## src/rtl/wdk_pkg.sv

```systemverilog
package wdk_pkg;

    localparam int DATA_W = 32;
    localparam int DUR_W  = 12;

    // word index (byte offset / 4) of each register
    localparam int IDX_STATUS  = 0;
    localparam int IDX_RELOAD  = 1;
    localparam int IDX_RESTART = 2;
    localparam int IDX_CTRL    = 3;
    localparam int IDX_WIDTH   = 6;

    localparam logic [DATA_W-1:0] RESTART_KEY    = 32'h0000_4755;
    localparam logic [DATA_W-1:0] RELOAD_DEFAULT = 32'h03EF_1480;

    localparam logic [7:0] KEY_LVL_HIGH = 8'hA5;
    localparam logic [7:0] KEY_LVL_LOW  = 8'h5A;
    localparam logic [7:0] KEY_DRV_PP   = 8'hA8;
    localparam logic [7:0] KEY_DRV_OD   = 8'h8A;

    // bit order matches control register bits 5..0
    typedef struct packed {
        logic full_chip;
        logic slow_tick;
        logic ext_en;
        logic irq_en;
        logic sys_en;
        logic run;
    } ctrl_t;

    typedef struct packed {
        logic             act_high;
        logic             push_pull;
        logic [DUR_W-1:0] dur;
    } width_t;

    localparam width_t WIDTH_DEFAULT = '{act_high: 1'b0, push_pull: 1'b0, dur: 12'h0FF};

    typedef enum logic [1:0] {
        KEY_NONE,
        KEY_SET,
        KEY_CLR
    } key_op_e;

    function automatic key_op_e level_key(input logic [7:0] top);
        if (top == KEY_LVL_HIGH)     return KEY_SET;
        else if (top == KEY_LVL_LOW) return KEY_CLR;
        else                         return KEY_NONE;
    endfunction

    function automatic key_op_e drive_key(input logic [7:0] top);
        if (top == KEY_DRV_PP)      return KEY_SET;
        else if (top == KEY_DRV_OD) return KEY_CLR;
        else                        return KEY_NONE;
    endfunction

    function automatic logic apply_key(input logic cur, input key_op_e op);
        case (op)
            KEY_SET: return 1'b1;
            KEY_CLR: return 1'b0;
            default: return cur;
        endcase
    endfunction

    function automatic width_t width_next(input width_t cur, input logic [DATA_W-1:0] d);
        width_t nxt;
        nxt.act_high  = apply_key(cur.act_high, level_key(d[31:24]));
        nxt.push_pull = apply_key(cur.push_pull, drive_key(d[31:24]));
        nxt.dur       = d[DUR_W-1:0];
        return nxt;
    endfunction

    function automatic logic [DATA_W-1:0] width_word(input width_t w);
        return {w.act_high, w.push_pull, {(DATA_W-2-DUR_W){1'b0}}, w.dur};
    endfunction

endpackage

```

## src/rtl/wdk_regs.sv

```systemverilog
module wdk_regs
    import wdk_pkg::*;
#(
    parameter int ADDR_W  = 5,
    parameter int COUNT_W = 32
) (
    input  logic               clk,
    input  logic               rst,
    input  logic               bus_sel,
    input  logic               bus_we,
    input  logic [ADDR_W-1:0]  bus_addr,
    input  logic [DATA_W-1:0]  bus_wdata,
    input  logic [COUNT_W-1:0] count,
    output logic [DATA_W-1:0]  bus_rdata,
    output ctrl_t              ctrl_q,
    output width_t             width_q,
    output logic [COUNT_W-1:0] reload_q,
    output logic               restart_hit
);

    localparam int IDX_W = ADDR_W - 2;

    logic              aligned;
    logic [IDX_W-1:0]  idx;
    logic              wr_hit;

    assign aligned = (bus_addr[1:0] == 2'b00);
    assign idx     = bus_addr[ADDR_W-1:2];
    assign wr_hit  = bus_sel && bus_we && aligned;

    assign restart_hit = wr_hit && (idx == IDX_W'(IDX_RESTART)) && (bus_wdata == RESTART_KEY);

    always_ff @(posedge clk) begin
        if (rst) begin
            reload_q <= COUNT_W'(RELOAD_DEFAULT);
            ctrl_q   <= '0;
            width_q  <= WIDTH_DEFAULT;
        end else if (wr_hit) begin
            case (idx)
                IDX_W'(IDX_RELOAD): reload_q <= bus_wdata[COUNT_W-1:0];
                IDX_W'(IDX_CTRL):   ctrl_q   <= ctrl_t'(bus_wdata[5:0]);
                IDX_W'(IDX_WIDTH):  width_q  <= width_next(width_q, bus_wdata);
                default: ;
            endcase
        end
    end

    always_comb begin
        bus_rdata = '0;
        if (aligned) begin
            case (idx)
                IDX_W'(IDX_STATUS): bus_rdata = DATA_W'(count);
                IDX_W'(IDX_RELOAD): bus_rdata = DATA_W'(reload_q);
                IDX_W'(IDX_CTRL):   bus_rdata = DATA_W'(ctrl_q);
                IDX_W'(IDX_WIDTH):  bus_rdata = width_word(width_q);
                default:            bus_rdata = '0;
            endcase
        end
    end

endmodule

```

## src/rtl/wdk_ticker.sv

```systemverilog
module wdk_ticker #(
    parameter int PRESCALE = 24
) (
    input  logic clk,
    input  logic rst,
    input  logic slow_sel,
    output logic tick
);

    localparam int PRE_W = (PRESCALE > 2) ? $clog2(PRESCALE) : 1;
    localparam logic [PRE_W-1:0] PRE_LAST = PRE_W'(PRESCALE - 1);

    logic [PRE_W-1:0] pre_q;

    always_ff @(posedge clk) begin
        if (rst) begin
            pre_q <= '0;
        end else if (pre_q == PRE_LAST) begin
            pre_q <= '0;
        end else begin
            pre_q <= pre_q + PRE_W'(1);
        end
    end

    assign tick = slow_sel ? (pre_q == PRE_LAST) : 1'b1;

endmodule

```

## src/rtl/wdk_counter.sv

```systemverilog
module wdk_counter #(
    parameter int COUNT_W = 32,
    parameter logic [COUNT_W-1:0] COUNT_RST = '0
) (
    input  logic               clk,
    input  logic               rst,
    input  logic               run,
    input  logic               tick,
    input  logic               restart,
    input  logic [COUNT_W-1:0] reload,
    output logic [COUNT_W-1:0] count,
    output logic               expire
);

    logic at_zero;

    assign at_zero = (count == '0);
    // a restart in the same cycle wins over the tick
    assign expire  = run && tick && at_zero && !restart;

    always_ff @(posedge clk) begin
        if (rst) begin
            count <= COUNT_RST;
        end else if (restart) begin
            count <= reload;
        end else if (run && tick) begin
            if (at_zero) count <= reload;
            else         count <= count - COUNT_W'(1);
        end
    end

endmodule

```

## src/rtl/wdk_pulse.sv

```systemverilog
module wdk_pulse
    import wdk_pkg::*;
(
    input  logic             clk,
    input  logic             rst,
    input  logic             tick,
    input  logic             fire,
    input  logic [DUR_W-1:0] dur,
    input  logic             act_high,
    input  logic             push_pull,
    output logic             active,
    output logic             pin,
    output logic             pin_oe
);

    logic [DUR_W-1:0] remain_q;

    always_ff @(posedge clk) begin
        if (rst) begin
            active   <= 1'b0;
            remain_q <= '0;
        end else if (fire) begin
            active   <= 1'b1;
            remain_q <= dur;
        end else if (active && tick) begin
            if (remain_q == '0) active   <= 1'b0;
            else                remain_q <= remain_q - DUR_W'(1);
        end
    end

    assign pin    = active ? act_high : !act_high;
    assign pin_oe = push_pull || active;

endmodule

```

## src/rtl/wdog_keyed_pulse.sv

```systemverilog
module wdog_keyed_pulse
    import wdk_pkg::*;
#(
    parameter int ADDR_W   = 5,
    parameter int COUNT_W  = 32,
    parameter int PRESCALE = 24
) (
    input  logic              clk,
    input  logic              rst,
    input  logic              bus_sel,
    input  logic              bus_we,
    input  logic [ADDR_W-1:0] bus_addr,
    input  logic [31:0]       bus_wdata,
    output logic [31:0]       bus_rdata,
    output logic              timeout_irq,
    output logic              sys_rst_req,
    output logic              sys_rst_full,
    output logic              ext_rst_o,
    output logic              ext_rst_oe
);

    ctrl_t              ctrl_q;
    width_t             width_q;
    logic [COUNT_W-1:0] reload_q;
    logic [COUNT_W-1:0] count;
    logic               restart_hit;
    logic               tick;
    logic               expire;
    logic               pulse_active;

    wdk_regs #(.ADDR_W(ADDR_W), .COUNT_W(COUNT_W)) u_regs (
        .clk         (clk),
        .rst         (rst),
        .bus_sel     (bus_sel),
        .bus_we      (bus_we),
        .bus_addr    (bus_addr),
        .bus_wdata   (bus_wdata),
        .count       (count),
        .bus_rdata   (bus_rdata),
        .ctrl_q      (ctrl_q),
        .width_q     (width_q),
        .reload_q    (reload_q),
        .restart_hit (restart_hit)
    );

    wdk_ticker #(.PRESCALE(PRESCALE)) u_ticker (
        .clk      (clk),
        .rst      (rst),
        .slow_sel (ctrl_q.slow_tick),
        .tick     (tick)
    );

    wdk_counter #(.COUNT_W(COUNT_W), .COUNT_RST(COUNT_W'(RELOAD_DEFAULT))) u_counter (
        .clk     (clk),
        .rst     (rst),
        .run     (ctrl_q.run),
        .tick    (tick),
        .restart (restart_hit),
        .reload  (reload_q),
        .count   (count),
        .expire  (expire)
    );

    wdk_pulse u_pulse (
        .clk       (clk),
        .rst       (rst),
        .tick      (tick),
        .fire      (expire && ctrl_q.ext_en),
        .dur       (width_q.dur),
        .act_high  (width_q.act_high),
        .push_pull (width_q.push_pull),
        .active    (pulse_active),
        .pin       (ext_rst_o),
        .pin_oe    (ext_rst_oe)
    );

    always_ff @(posedge clk) begin
        if (rst) begin
            timeout_irq  <= 1'b0;
            sys_rst_req  <= 1'b0;
            sys_rst_full <= 1'b0;
        end else begin
            timeout_irq  <= expire && ctrl_q.irq_en;
            sys_rst_req  <= expire && ctrl_q.sys_en;
            sys_rst_full <= expire && ctrl_q.sys_en && ctrl_q.full_chip;
        end
    end

endmodule

```

## config.mk

```make
export PLATFORM = sky130hd
export DESIGN_NAME = wdog_keyed_pulse
export DESIGN_NICKNAME = d
export VERILOG_FILES = /design/src/rtl/wdk_pkg.sv /design/src/rtl/wdk_regs.sv /design/src/rtl/wdk_ticker.sv /design/src/rtl/wdk_counter.sv /design/src/rtl/wdk_pulse.sv /design/src/rtl/wdog_keyed_pulse.sv
export SDC_FILE = /design/constraint.sdc
export NUM_CORES = 1
export LEC_CHECK = 0
export ABC_AREA = 1
export BUFFER_PORTS_ARGS = -buffer_cell sky130_fd_sc_hd__buf_2
export CAP_MARGIN = 20
export CORE_MARGIN = 3
export CORE_UTILIZATION = 30
export DETAILED_ROUTE_END_ITERATION = 8
export PLACE_DENSITY = 0.5
export SYNTH_ARGS = -nofsm -noshare
export SYNTH_HDL_FRONTEND = slang
export SYNTH_HIERARCHICAL = 1
export SYNTH_SLANG_ARGS = --single-unit
```

## constraint.sdc

```tcl
create_clock -name clk -period 3.1 [get_ports clk]
set_input_delay 0.465 -clock clk [delete_from_list [all_inputs] [get_ports clk]]
set_output_delay 0.465 -clock clk [all_outputs]
set_load 0.02 [all_outputs]
```

Word level (Yosys, flattened, before mapping)

Index checks and enable logic that the tools add are counted.

Bits in registers: 105
Output and inout bits: 37
Input port bits: 41
Logic and storage cells: 92

Eq/ne operators: 15
$add $sub $neg: 3
Muxes and demuxes: 25
Reduce and logical (&&, ||, !) cells: 32

Operator list:

| operator                                              | count |
|---|---|
| 2-to-1 mux 32 bit                                     | 4 |
| case mux 32 bit (4 select lines)                      | 1 |
| 2-to-1 mux 12 bit                                     | 3 |
| equality test 32 x 15 -> 1 bit, second input constant | 1 |
| logical NOT 32 bit                                    | 1 |
| subtractor 32 x 1 -> 32 bit, second input constant    | 1 |
| equality test 8 bit, second input constant            | 3 |
| 2-to-1 mux 2 bit                                      | 10 |
| logical AND 1 bit                                     | 12 |
| logical NOT 12 bit                                    | 1 |
| subtractor 12 x 1 -> 12 bit, second input constant    | 1 |
| AND reduction 2 bit                                   | 5 |
| nonzero test 2 bit                                    | 5 |
| equality test 8 x 7 -> 1 bit, second input constant   | 1 |
| equality test 3 x 2 -> 1 bit, second input constant   | 2 |
| AND reduction 3 bit                                   | 2 |
| adder 5 x 1 -> 5 bit, second input constant           | 1 |
| equality test 5 bit, second input constant            | 1 |
| 2-to-1 mux 1 bit                                      | 5 |
| equality test 2 x 1 -> 1 bit, second input constant   | 2 |
| equality test 2 bit, second input constant            | 2 |
| case mux 1 bit (2 select lines)                       | 2 |
| equality test 3 x 1 -> 1 bit, second input constant   | 1 |
| equality test 3 bit, second input constant            | 1 |
| 6 further kinds                                       | 7 |

Longest topological paths before layout

Gate-level depths: netlist (run 1).

Depth after elaboration: 9
Depth in mapped cells: 19
Gate-level depth less buffers: 18

Modules after synthesis

The synthesis (run 1) kept the hierarchy.

By module, submodules not included:

| module           | cells an instance | area each (µm²) | times used |
|---|---|---|---|
| wdk_regs         | 418               | 2672.6          | 1 |
| wdk_counter      | 410               | 2496.1          | 1 |
| wdk_pulse        | 156               | 1004.7          | 1 |
| wdk_ticker       | 31                | 220.2           | 1 |
| wdog_keyed_pulse | 11                | 98.8            | 1 |

Least setup slack after synthesis (run 1)

Ideal clock, no wire load.

Path type: input port to flip-flop
From: in bus_addr[1]
To: reg u_pulse.remain_q[11]
Library setup time: 136 ps
Arrival: 2262 ps
Path buffers: 2
Stages on the path: 18
Setup slack: 701 ps
Required time: 2964 ps
Path through: nor2_1 > nand2_2 > inv_1 > nand3_1 > nor2_1 > nor3_1 > nand2_1 > inv_1 > buf_6 > inv_2 > nand2_2 > nor2_4 > nand2_4 > nand2_8 > buf_12 > nor2_1 > nand2_1 > a21oi_2

Word-level cells in the longest chain between the ends: 9
Elaborated cells between the ends (all ways): 11
Those cells by class: eq/ne (1); mux (1); reduce/logical (9)

RTL lines:

| item                                                                          | RTL line               | source |
|---|---|---|
| from (decl)                                                                   | wdog_keyed_pulse.sv:12 | `input logic [ADDR_W-1:0] bus_addr,` |
| logical NOT 2 bit (*)                                                         | wdk_regs.sv:27         | `assign aligned = (bus_addr[1:0] == 2'b00);` |
| logical AND 1 bit (*)                                                         | wdk_regs.sv:29         | `assign wr_hit = bus_sel && bus_we && aligned;` |
| logical AND 1 bit (*) (2 in series)                                           | wdk_regs.sv:31         | `assign restart_hit = wr_hit && (idx == IDX_W'(IDX_RESTART)) && (bus_wdata == RESTART_KEY);` |
| named net restart_hit                                                         | wdog_keyed_pulse.sv:26 | `logic restart_hit;` |
| logical NOT 1 bit (*)                                                         | wdk_counter.sv:19      | `assign expire = run && tick && at_zero && !restart;` |
| logical AND 1 bit (*)                                                         | wdk_counter.sv:19      |  |
| named net expire                                                              | wdog_keyed_pulse.sv:28 | `logic expire;` |
| logical AND 1 bit (*)                                                         | wdog_keyed_pulse.sv:68 | `.fire (expire && ctrl_q.ext_en),` |
| != test 2 x 1 -> 1 bit (no line) / nonzero test 2 bit (equally long branches) | -                      |  |
| AND reduction 2 bit (no line)                                                 | -                      |  |
| to (signal assigned)                                                          | wdk_pulse.sv:24        | `remain_q <= dur;` |
| to (signal assigned)                                                          | wdk_pulse.sv:27        | `else remain_q <= remain_q - DUR_W'(1);` |
| to (decl)                                                                     | wdk_pulse.sv:16        | `logic [DUR_W-1:0] remain_q;` |

Mark *: on every way through the listed nets, which the timed path passes. The rest lies on a longest branch.
A chain may end at the register's enable or synchronous reset.

Worst setup path after layout (run 1)

From: reg u_counter.count[0]
To: reg u_pulse.remain_q[6]

Word-level cells in the longest chain between the ends: 6
Elaborated cells between the ends (all ways): 8
Those cells by class: eq/ne (1); mux (1); reduce/logical (6)

RTL lines:

| item                                                                          | RTL line               | source |
|---|---|---|
| from (decl)                                                                   | wdk_counter.sv:11      | `output logic [COUNT_W-1:0] count,` |
| from (signal assigned)                                                        | wdk_counter.sv:25      | `count <= reload;` |
| from (signal assigned)                                                        | wdk_counter.sv:27      | `if (at_zero) count <= reload;` |
| from (signal assigned)                                                        | wdk_counter.sv:28      | `else count <= count - COUNT_W'(1);` |
| logical NOT 32 bit (*)                                                        | wdk_counter.sv:17      | `assign at_zero = (count == '0);` |
| logical AND 1 bit (*) (2 in series)                                           | wdk_counter.sv:19      |  |
| named net expire                                                              | wdog_keyed_pulse.sv:28 |  |
| logical AND 1 bit (*)                                                         | wdog_keyed_pulse.sv:68 |  |
| != test 2 x 1 -> 1 bit (no line) / nonzero test 2 bit (equally long branches) | -                      |  |
| AND reduction 2 bit (no line)                                                 | -                      |  |

Marked as above.

==> results.md, run 1 <==
Routing:
- For this run, design rule violations remaining after detail routing come to 0.
- The via count is 6495.
- The number of detailed-route iterations in the first pass is 6.
- Wires add up to 21.4 mm.
- The final antenna-violating net count is 0.
- The first-iteration detailed-routing DRC count is 485.
- The number of vias per cell is 4.76.
- In the final routed layout, each cell accounts on average for 15.7 um.

Worst setup path:
- The delay contributed by the slowest stage of the critical path is 0.38 ns.
- On the critical path, the stage with the largest delay is an instance of sky130_fd_sc_hd__dfxtp_1.
- The most numerous cell on the critical path is sky130_fd_sc_hd__nand2_1.
- The launching element type of the critical path is a register.
- The critical path endpoint category is a register.
- The critical setup path kind is register to register.
- The buffers plus inverters on the worst setup path is 5.
- In this design, the largest share of critical-path delay is due to simple AND/OR/NAND/NOR gates.
- The arrival time of the worst setup path is 2.87 ns.
- The required time at the endpoint of the critical path is 3.32 ns.
- Walking the worst path, the cells encountered are inv_1 > ha_1 > nand2_1 > nor4_1 > nand4_1 > nor3_1 > buf_4 > nand2_1 > inv_1 > inv_2 > nand2_2 > nor2_4 > nand2_4 > nand2_8 > inv_4 > nand2_1 > nand2_1 > a21oi_1.
- The largest driver fanout on the critical path is 14.

Pwr:
- In this run, flip-flops and latches consume 48.7% of the power.
- The combinational power share is 6.9%.
- In this run switching power makes up 24.7% of total power.
- The internal portion of the total power is 2.12 mW.
- The peak supply drop is 0.000246 V.
- The power dissipated by switching net loads is 0.694 mW.
- In this run the power density over the cells is 381 mW/mm^2.
- In this run the static leakage power is 3.39 nW.
- The portion of total power attributed to the clock network is 44.4%.

Layout:
- The share of cells above drive strength 1 is 15.8%.
- The number of nets at the end of the flow is 1131.
- The number of antenna diodes in the final layout is 0.
- Cells fill 34.9% of the core in the end.
- The area growth from synthesis to layout is 13.8%.

Yosys:
- The mean post-synth cell area is 6.33 um^2.
- The largest family of logic cells by synthesized area is simple AND/OR/NAND/NOR gates.
- Summing the areas of all compound-gate instances in the mapped netlist gives 16.7% of the synthesized area.
- After Yosys synthesis, and, or, nand and nor cells account for 35.7% of the synthesized area.
- The leading register cell type out of synthesis is sky130_fd_sc_hd__dfxtp_1.
- The synthesized design contains 0 enable-type register cells.
- The synthesized net count is 1072.
- The fraction of the yosys area taken by sequential cells is 32.4%.
- Summing the areas of all xor and xnor instances in the mapped netlist gives 3.37% of the synthesized area.
- The multiplexer area fraction after synthesis is 0%.
- The number of warnings printed during yosys synthesis is 6.
- The async set or reset register ratio after synthesis is 0%.
- Of the total synthesized cell area, the portion taken by full adders, half adders and majority gates is 0.964%.
- The cell count after synthesis is 1026.
- After synthesis the netlist holds a flip-flop and latch count of 105.
- The cell area that synthesis handed to floorplanning was 0.00649 mm^2.
- The number of different library cells in the post-synthesis netlist is 40.

Clock network:
- The H-tree was split into 3 levels.
- The clock-pin transition on the worst setup and hold timing paths is 0.07 ns.
- The cell sitting at the root of the clock tree is a sky130_fd_sc_hd__clkbuf_16.
- TritonCTS built the clock tree.
- The longest clock path from root to sink contains 2 buffers.
- TritonCTS created 9 clock buffers.
- The clock insertion delay at the later pin of the skew report is 0.35 ns.
- Buffers added to address setup during post-CTS repair amount to 0.
- Clock tree synthesis found a total of 105 sinks.
- The number of buffers added to fix hold violations after cts is 0.
- The post-cts gate resize count is 0.

Floorplanning:
- The height of the chip is 153 um.
- The number of standard-cell rows in the floorplan is 53.
- 78 I/O pins were placed.
- In this run the standard cell core region covers 0.0212 mm^2.
- In this run the horizontal extent of the chip is 153 um.
- The initial utilization of the core area, before any placement, comes to 30.7%.
- The area of the die is 0.0234 mm^2.

Placement:
- During placement, the flow inserted port buffers numbering 77.
- The congestion estimate from routability-driven global placement came to 0.860.
- Once detailed placement completed, the half-perimeter wirelength came to 16.0 mm.

Global routing:
- The number of global-route vias before repair is 6070.
- Entering global routing, the biggest net connects 49 pins.
- The first global-routing pass estimated 33.8 mm of wire.
- The total congestion overflow after global routing is 0.
- The initial antenna violation count came to 0.
- The aggregate global-route resource usage is 17.9%.

Run:
- Across the run, the number of max-cap violations was 0.

Timing:
- Across the routed clock network, the largest skew measured is 0.00640 ns.
- The fmax is 377 MHz.
- The post-route minimum period is 2.65 ns.
- For the pin with the worst max-slew slack, the measured transition is 0.876 ns.
- The max-slew violation total from the final report is 0.
- The remaining max-slew budget at the tightest pin is 41.5%.
- The count of final hold-check violations is 0.
- Setup violations remaining at the end of the flow were counted as 0.
- The ratio of final minimum period to clock period is 85.5%.
- Adding up every negative setup slack in the final design gives 0 ns.
- Setup repair after global routing left no endpoint under its margin.

Min path:
- The path class of the tightest hold or removal check is input pin to register.

Status:
- The run finished with clean final reports.
## stage by stage
step	power (mW)	instances	hold WS, ns	setup WS (ns)	area, um^2
floorplan	1.51	1026	0.430	0.701	6490
global placement	1.60	1349	0.451	0.279	7070
detailed placement	1.60	1349	0.455	0.262	7070
CTS	2.85	1365	0.335	0.448	7390
global route	2.92	1365	0.350	0.219	7390
finish	2.81	1365	0.344	0.449	7390
## registers in the layout, indices dropped and copies added (netlist names)
name and cells:
u_pulse/active 1, u_counter/count 32, sys_rst_req 1, u_ticker/pre_q 5
u_regs/ctrl_q 6, timeout_irq 1, u_regs/reload_q 32, sys_rst_full 1
u_pulse/remain_q 12, u_regs/width_q 14
## worst reg2reg max path, stage by stage, from the launching register on
cell                      delay [ns]
sky130_fd_sc_hd__dfxtp_1        0.38
sky130_fd_sc_hd__inv_1          0.13
sky130_fd_sc_hd__ha_1           0.18
sky130_fd_sc_hd__nand2_1        0.06
sky130_fd_sc_hd__nor4_1         0.29
sky130_fd_sc_hd__nand4_1        0.22
sky130_fd_sc_hd__nor3_1         0.18
sky130_fd_sc_hd__buf_4          0.17
sky130_fd_sc_hd__nand2_1        0.05
sky130_fd_sc_hd__inv_1          0.08
sky130_fd_sc_hd__inv_2          0.12
sky130_fd_sc_hd__nand2_2        0.12
sky130_fd_sc_hd__nor2_4         0.05
sky130_fd_sc_hd__nand2_4        0.09
sky130_fd_sc_hd__nand2_8        0.10
sky130_fd_sc_hd__inv_4          0.13
sky130_fd_sc_hd__nand2_1        0.06
sky130_fd_sc_hd__nand2_1        0.05
sky130_fd_sc_hd__a21oi_1        0.05
## cells in the mapped netlist, types with 13 or more instances
| library cell | instances | share of area (%) |
|---|---|---|
| sky130_fd_sc_hd__nand3_1 | 54 | 4.2 |
| sky130_fd_sc_hd__xor2_1 | 13 | 1.8 |
| sky130_fd_sc_hd__nand2_1 | 286 | 17 |
| sky130_fd_sc_hd__nand2_2 | 14 | 1.3 |
| sky130_fd_sc_hd__a21oi_1 | 77 | 5.9 |
| sky130_fd_sc_hd__o21ai_0 | 48 | 3.7 |
| sky130_fd_sc_hd__nor2_2 | 14 | 1.3 |
| sky130_fd_sc_hd__o211ai_1 | 17 | 2.0 |
| sky130_fd_sc_hd__o21ai_1 | 27 | 2.1 |
| sky130_fd_sc_hd__clkbuf_1 | 17 | 0.98 |
| sky130_fd_sc_hd__inv_1 | 109 | 6.3 |
| sky130_fd_sc_hd__dfxtp_1 | 105 | 32 |
| sky130_fd_sc_hd__nor2_1 | 134 | 7.7 |
## layout make-up
cell class	count	area, um^2
Clock buffer	12	267
Clock inverter	4	56.3
Fill cell	2371	13800
Inverter	118	445
Multi-Input combinational cell	761	3690
Sequential cell	105	2100
Tap cell	275	344
Timing Repair Buffer	90	483
## power by group through the flow
stage	Sequential, mW	Combinational [mW]	Clock, mW
global route	1.37	0.216	1.33
global placement	1.40	0.195	0
floorplan	1.40	0.110	0
CTS	1.37	0.196	1.28
detailed placement	1.40	0.195	0
finish	1.37	0.195	1.25
## cells in the final DEF, fill, tap and decap left out, types with 2 or more instances in the layout
cell / n
sky130_fd_sc_hd__nor2_2: 14
sky130_fd_sc_hd__nor2_4: 8
sky130_fd_sc_hd__o21ai_1: 27
sky130_fd_sc_hd__a31oi_1: 6
sky130_fd_sc_hd__inv_1: 109
sky130_fd_sc_hd__ha_1: 5
sky130_fd_sc_hd__nand3_2: 3
sky130_fd_sc_hd__nand4_1: 9
sky130_fd_sc_hd__nand2_1: 286
sky130_fd_sc_hd__nand3_1: 54
sky130_fd_sc_hd__clkbuf_8: 3
sky130_fd_sc_hd__xnor2_1: 12
sky130_fd_sc_hd__nor2_1: 134
sky130_fd_sc_hd__xor2_1: 13
sky130_fd_sc_hd__o211ai_1: 17
sky130_fd_sc_hd__or2_2: 3
sky130_fd_sc_hd__o22ai_1: 6
sky130_fd_sc_hd__buf_4: 13
sky130_fd_sc_hd__nand2_2: 14
sky130_fd_sc_hd__clkbuf_16: 9
sky130_fd_sc_hd__inv_2: 8
sky130_fd_sc_hd__buf_2: 77
sky130_fd_sc_hd__a21oi_1: 77
sky130_fd_sc_hd__inv_6: 2
sky130_fd_sc_hd__nor3_1: 6
sky130_fd_sc_hd__o21ai_0: 48
sky130_fd_sc_hd__dfxtp_1: 105
sky130_fd_sc_hd__a21oi_2: 6
sky130_fd_sc_hd__o21ai_2: 4
## path summary, 6_finish.rpt
check                                   from  depth (start not counted)  slack [ns]                                to
max reg2reg  u_counter/count[0]$_SDFFE_PP0P_                         18        0.45  u_pulse/remain_q[6]$_SDFFE_PP0P_
max          u_counter/count[0]$_SDFFE_PP0P_                         18        0.45  u_pulse/remain_q[6]$_SDFFE_PP0P_
min                            bus_wdata[21]                          3        0.34  u_regs/reload_q[21]$_SDFFE_PP1P_
min reg2reg    u_regs/ctrl_q[2]$_SDFFE_PP0P_                          2        0.47            timeout_irq$_SDFF_PP0_
## per-layer routing
layer	up-vias	track usage, %	share of wire, %
met2	160	25.7	41
li1	3396	-	-
met1	2923	28.4	53
met5	-	0	0
met3	16	2.52	5.1
met4	0	3.78	1.1
## kinds of logic after synthesis
logic type / count (synthesis)
AO/OA/AOI/OAI: 194
XOR/XNOR: 25
adder cells (fa/ha/maj): 5
buffers and inverters: 160
flip-flops: 105
AND/OR/NAND/NOR: 537
Note: power is estimated with default switching activity, not from simulation.
==> inputs of run 2 (changes only) <==
--- a/config.mk
+++ b/config.mk
@@ -7,11 +7,11 @@
 export LEC_CHECK = 0
 export ABC_AREA = 1
 export BUFFER_PORTS_ARGS = -buffer_cell sky130_fd_sc_hd__buf_2
-export CAP_MARGIN = 20
 export CORE_MARGIN = 3
 export CORE_UTILIZATION = 30
 export DETAILED_ROUTE_END_ITERATION = 8
 export PLACE_DENSITY = 0.5
+export SETUP_SLACK_MARGIN = 0.5
 export SYNTH_ARGS = -nofsm -noshare
 export SYNTH_HDL_FRONTEND = slang
 export SYNTH_HIERARCHICAL = 1
==> run 2 against run 1 <==
Critical path type is now input pin to output pin. Clock skew about the same. Non-clock buffer count up 3. Combinational power about the same. Clock power about the same. Final cell count up 0.22%. Routed wire length up 0.26%. Global-route usage about the same. Core utilization up 0.22 points.
==> results.md, run 2 (synthesis results as in run 1) <==
Timing:
- The post-route setup TNS is 0 ns.
- Of the available clock period, the critical path in the final layout requires 80.7%.
- After layout, the minimum clock period comes to 2.50 ns.
- At the pin with the least slew margin, the transition time is 0.867 ns.
- Across all hold checks on the routed design, the worst slack comes to 0.345 ns.
- The max-slew violation total from the final report is 0.
- The maximum clock skew at final layout is 0.00689 ns.
- The count of final hold-check violations is 0.
- Setup repair after global routing left no endpoint under its margin.
- The fmax is 400 MHz.
- Measured against its own limit, the worst slew margin works out to 42.1%.
- Setup violations remaining at the end of the flow were counted as 0.

Min path:
- The hold-critical path depth is 3.
- The path type of the worst min-delay path is input pin to register.

Global routing:
- The pin count of the biggest net entering global routing is 49.
- The global-route track usage on met2 is 25.7%.
- The number of global-route vias before repair is 6074.
- met1 is the most crowded layer.
- The first global-routing pass estimated 33.8 mm of wire.
- After global routing the overflow that remains totals 0.
- Global routing used 28.3% of the available met1 tracks.
- Global routing used 17.9% of the available tracks.
- For met3 alone, demand over resource in global routing was 2.52%.
- The initial antenna violation count is 0.

Routing:
- The final route contains 6534 vias.
- The number of vias per cell is 4.78.
- After detailed routing, the total wire length is 21.4 mm.
- The number of design rule violations left after detail routing is 0.
- The first-iteration detailed-routing DRC count is 533.
- The final antenna-violating net count is 0.
- The number of detailed-route iterations in the first pass is 5.
- In the final routed layout, each cell accounts on average for 15.7 um.

Placement:
- The routability-driven placement congestion ratio is 0.860.
- Summed over all nets, the half-perimeter wirelength after detailed placement is 16.0 mm.
- During placement, the flow inserted port buffers numbering 77.

Clock network:
- The number of buffers added to fix hold violations after cts is 0.
- The TritonCTS sink count is 105.
- The H-tree depth is 3.
- The clock tree from TritonCTS is yes.
- The number of clock buffers added by TritonCTS is 9.
- No sink is reached through more buffers than the 2 on the longest clock path.
- The root buffer cell is sky130_fd_sc_hd__clkbuf_16.
- The clock insertion delay at the later pin of the skew report is 0.35 ns.
- Clock-pin slew was measured on the worst setup and hold paths at 0.07 ns.

Layout:
- The area added between synthesis and finish is 14.5%.
- In the layout the commonest cells are sky130_fd_sc_hd__nand2_1, sky130_fd_sc_hd__nor2_1, sky130_fd_sc_hd__inv_1, sky130_fd_sc_hd__dfxtp_1.
- The diode insertion count for antenna repair is 0.
- The largest registers in the layout are u_counter/count: 32 flops, u_regs/reload_q: 32 flops, u_regs/width_q: 14 flops.
- Cells fill 35.2% of the core in the end.
- In the final layout, the share of cells above drive strength 1 is 16.6%.
- The most common library cell in the layout ignoring fill and taps is sky130_fd_sc_hd__nand2_1.
- At the end of the flow, the number of nets in the layout was 1134.

Floorplanning:
- The area of the core region is 0.0212 mm^2.
- The floorplan step defined a die boundary enclosing 0.0234 mm^2.
- The initialized floorplan defines 53 standard-cell rows.
- Once the floorplan was initialized, standard cells occupied 30.7% of the core.
- The die is 153 um wide.
- The height of the chip is 153 um.
- The number of top-level design ports is 78.

Worst setup path:
- The largest driver fanout on the critical path is 20.
- The critical path endpoint category is an output pin.
- At the worst endpoint, the arrival time is 2.04 ns.
- STA puts the critical path data required time at 2.63 ns.
- The setup path with the least slack is of type input pin to output pin.
- Counting cells, the worst reg-to-reg path comes to 16.
- The worst setup path is launched from an input pin.

Pwr:
- Dividing total power by cell area gives a power density of 379 mW/mm^2.
- The total chip power is 2.82 mW.
- In this run the static leakage power is 3.41 nW.
- The peak supply drop is 0.000247 V.

Run:
- The number of max-cap violations is 0.

Status:
- The run finished with clean final reports.
==> run 2: cell count changes in the layout (fill, tap and decap cells not counted), moves of 2 or more <==
cell and change:
sky130_fd_sc_hd__inv_1 -2, sky130_fd_sc_hd__buf_4 +3, sky130_fd_sc_hd__nor2_2 +2, sky130_fd_sc_hd__nor2_1 -2
==> run 2: where the power goes <==
group | total (mW) | switching, mW | internal [mW]
combinational | 0.195 | 0.135 | 0.0602
sequential | 1.37 | 0.0121 | 1.36
clock | 1.25 | 0.549 | 0.702
==> run 2: repair_timing <==
| action | 4_1_cts | 5_1_grt |
|---|---|---|
| gates resized for setup | 4 | 6 |
| endpoints found under the setup margin | 5 | 12 |
| buffers inserted | 1 | 2 |
| pin swaps | 2 | 3 |
| hold endpoints to repair | 0 | 0 |
==> run 2: critical path: stages <==
cell and delay [ns]:
sky130_fd_sc_hd__buf_2 0.10, sky130_fd_sc_hd__nor2_1 0.37, sky130_fd_sc_hd__inv_1 0.34, sky130_fd_sc_hd__buf_4 0.32, sky130_fd_sc_hd__a21oi_1 0.23, sky130_fd_sc_hd__buf_2 0.21
==> run 2: worst paths after layout <==
check	from	to	slack, ns
hold / removal	bus_wdata[21]	u_regs/reload_q[21]$_SDFFE_PP1P_	0.35
hold reg to reg	u_regs/ctrl_q[2]$_SDFFE_PP0P_	timeout_irq$_SDFF_PP0_	0.46
setup reg to reg	u_counter/count[20]$_SDFFE_PP0P_	u_pulse/remain_q[10]$_SDFFE_PP0P_	0.66
setup / recovery	bus_addr[1]	bus_rdata[28]	0.60
==> run 2: per-stage QoR <==
step           std cells  cell area (um^2)  setup slack (ns)
2_1_floorplan       1026              6490             0.701
3_3_place_gp        1349              7070             0.279
3_5_place_dp        1349              7070             0.262
4_1_cts             1366              7410             0.522
5_1_grt             1368              7440             0.495
6_report            1368              7440             0.599
==> run 2: layout make-up <==
| type | count | area (um^2) |
|---|---|---|
| Sequential cell | 105 | 2100 |
| Inverter | 118 | 458 |
| Clock inverter | 4 | 56.3 |
| Clock buffer | 12 | 267 |
| Multi-Input combinational cell | 761 | 3700 |
| Fill cell | 2372 | 13700 |
| Tap cell | 275 | 344 |
| Timing Repair Buffer | 93 | 505 |
==> run 2: layer usage <==
layer | wire length, um | vias to the layer above | part of all wire [%]
li1 | - | 3399 | -
met1 | 11200 | 2953 | 52
met2 | 8880 | 166 | 41
met3 | 1130 | 16 | 5.2
met4 | 242 | 0 | 1.1
met5 | 0 | - | 0
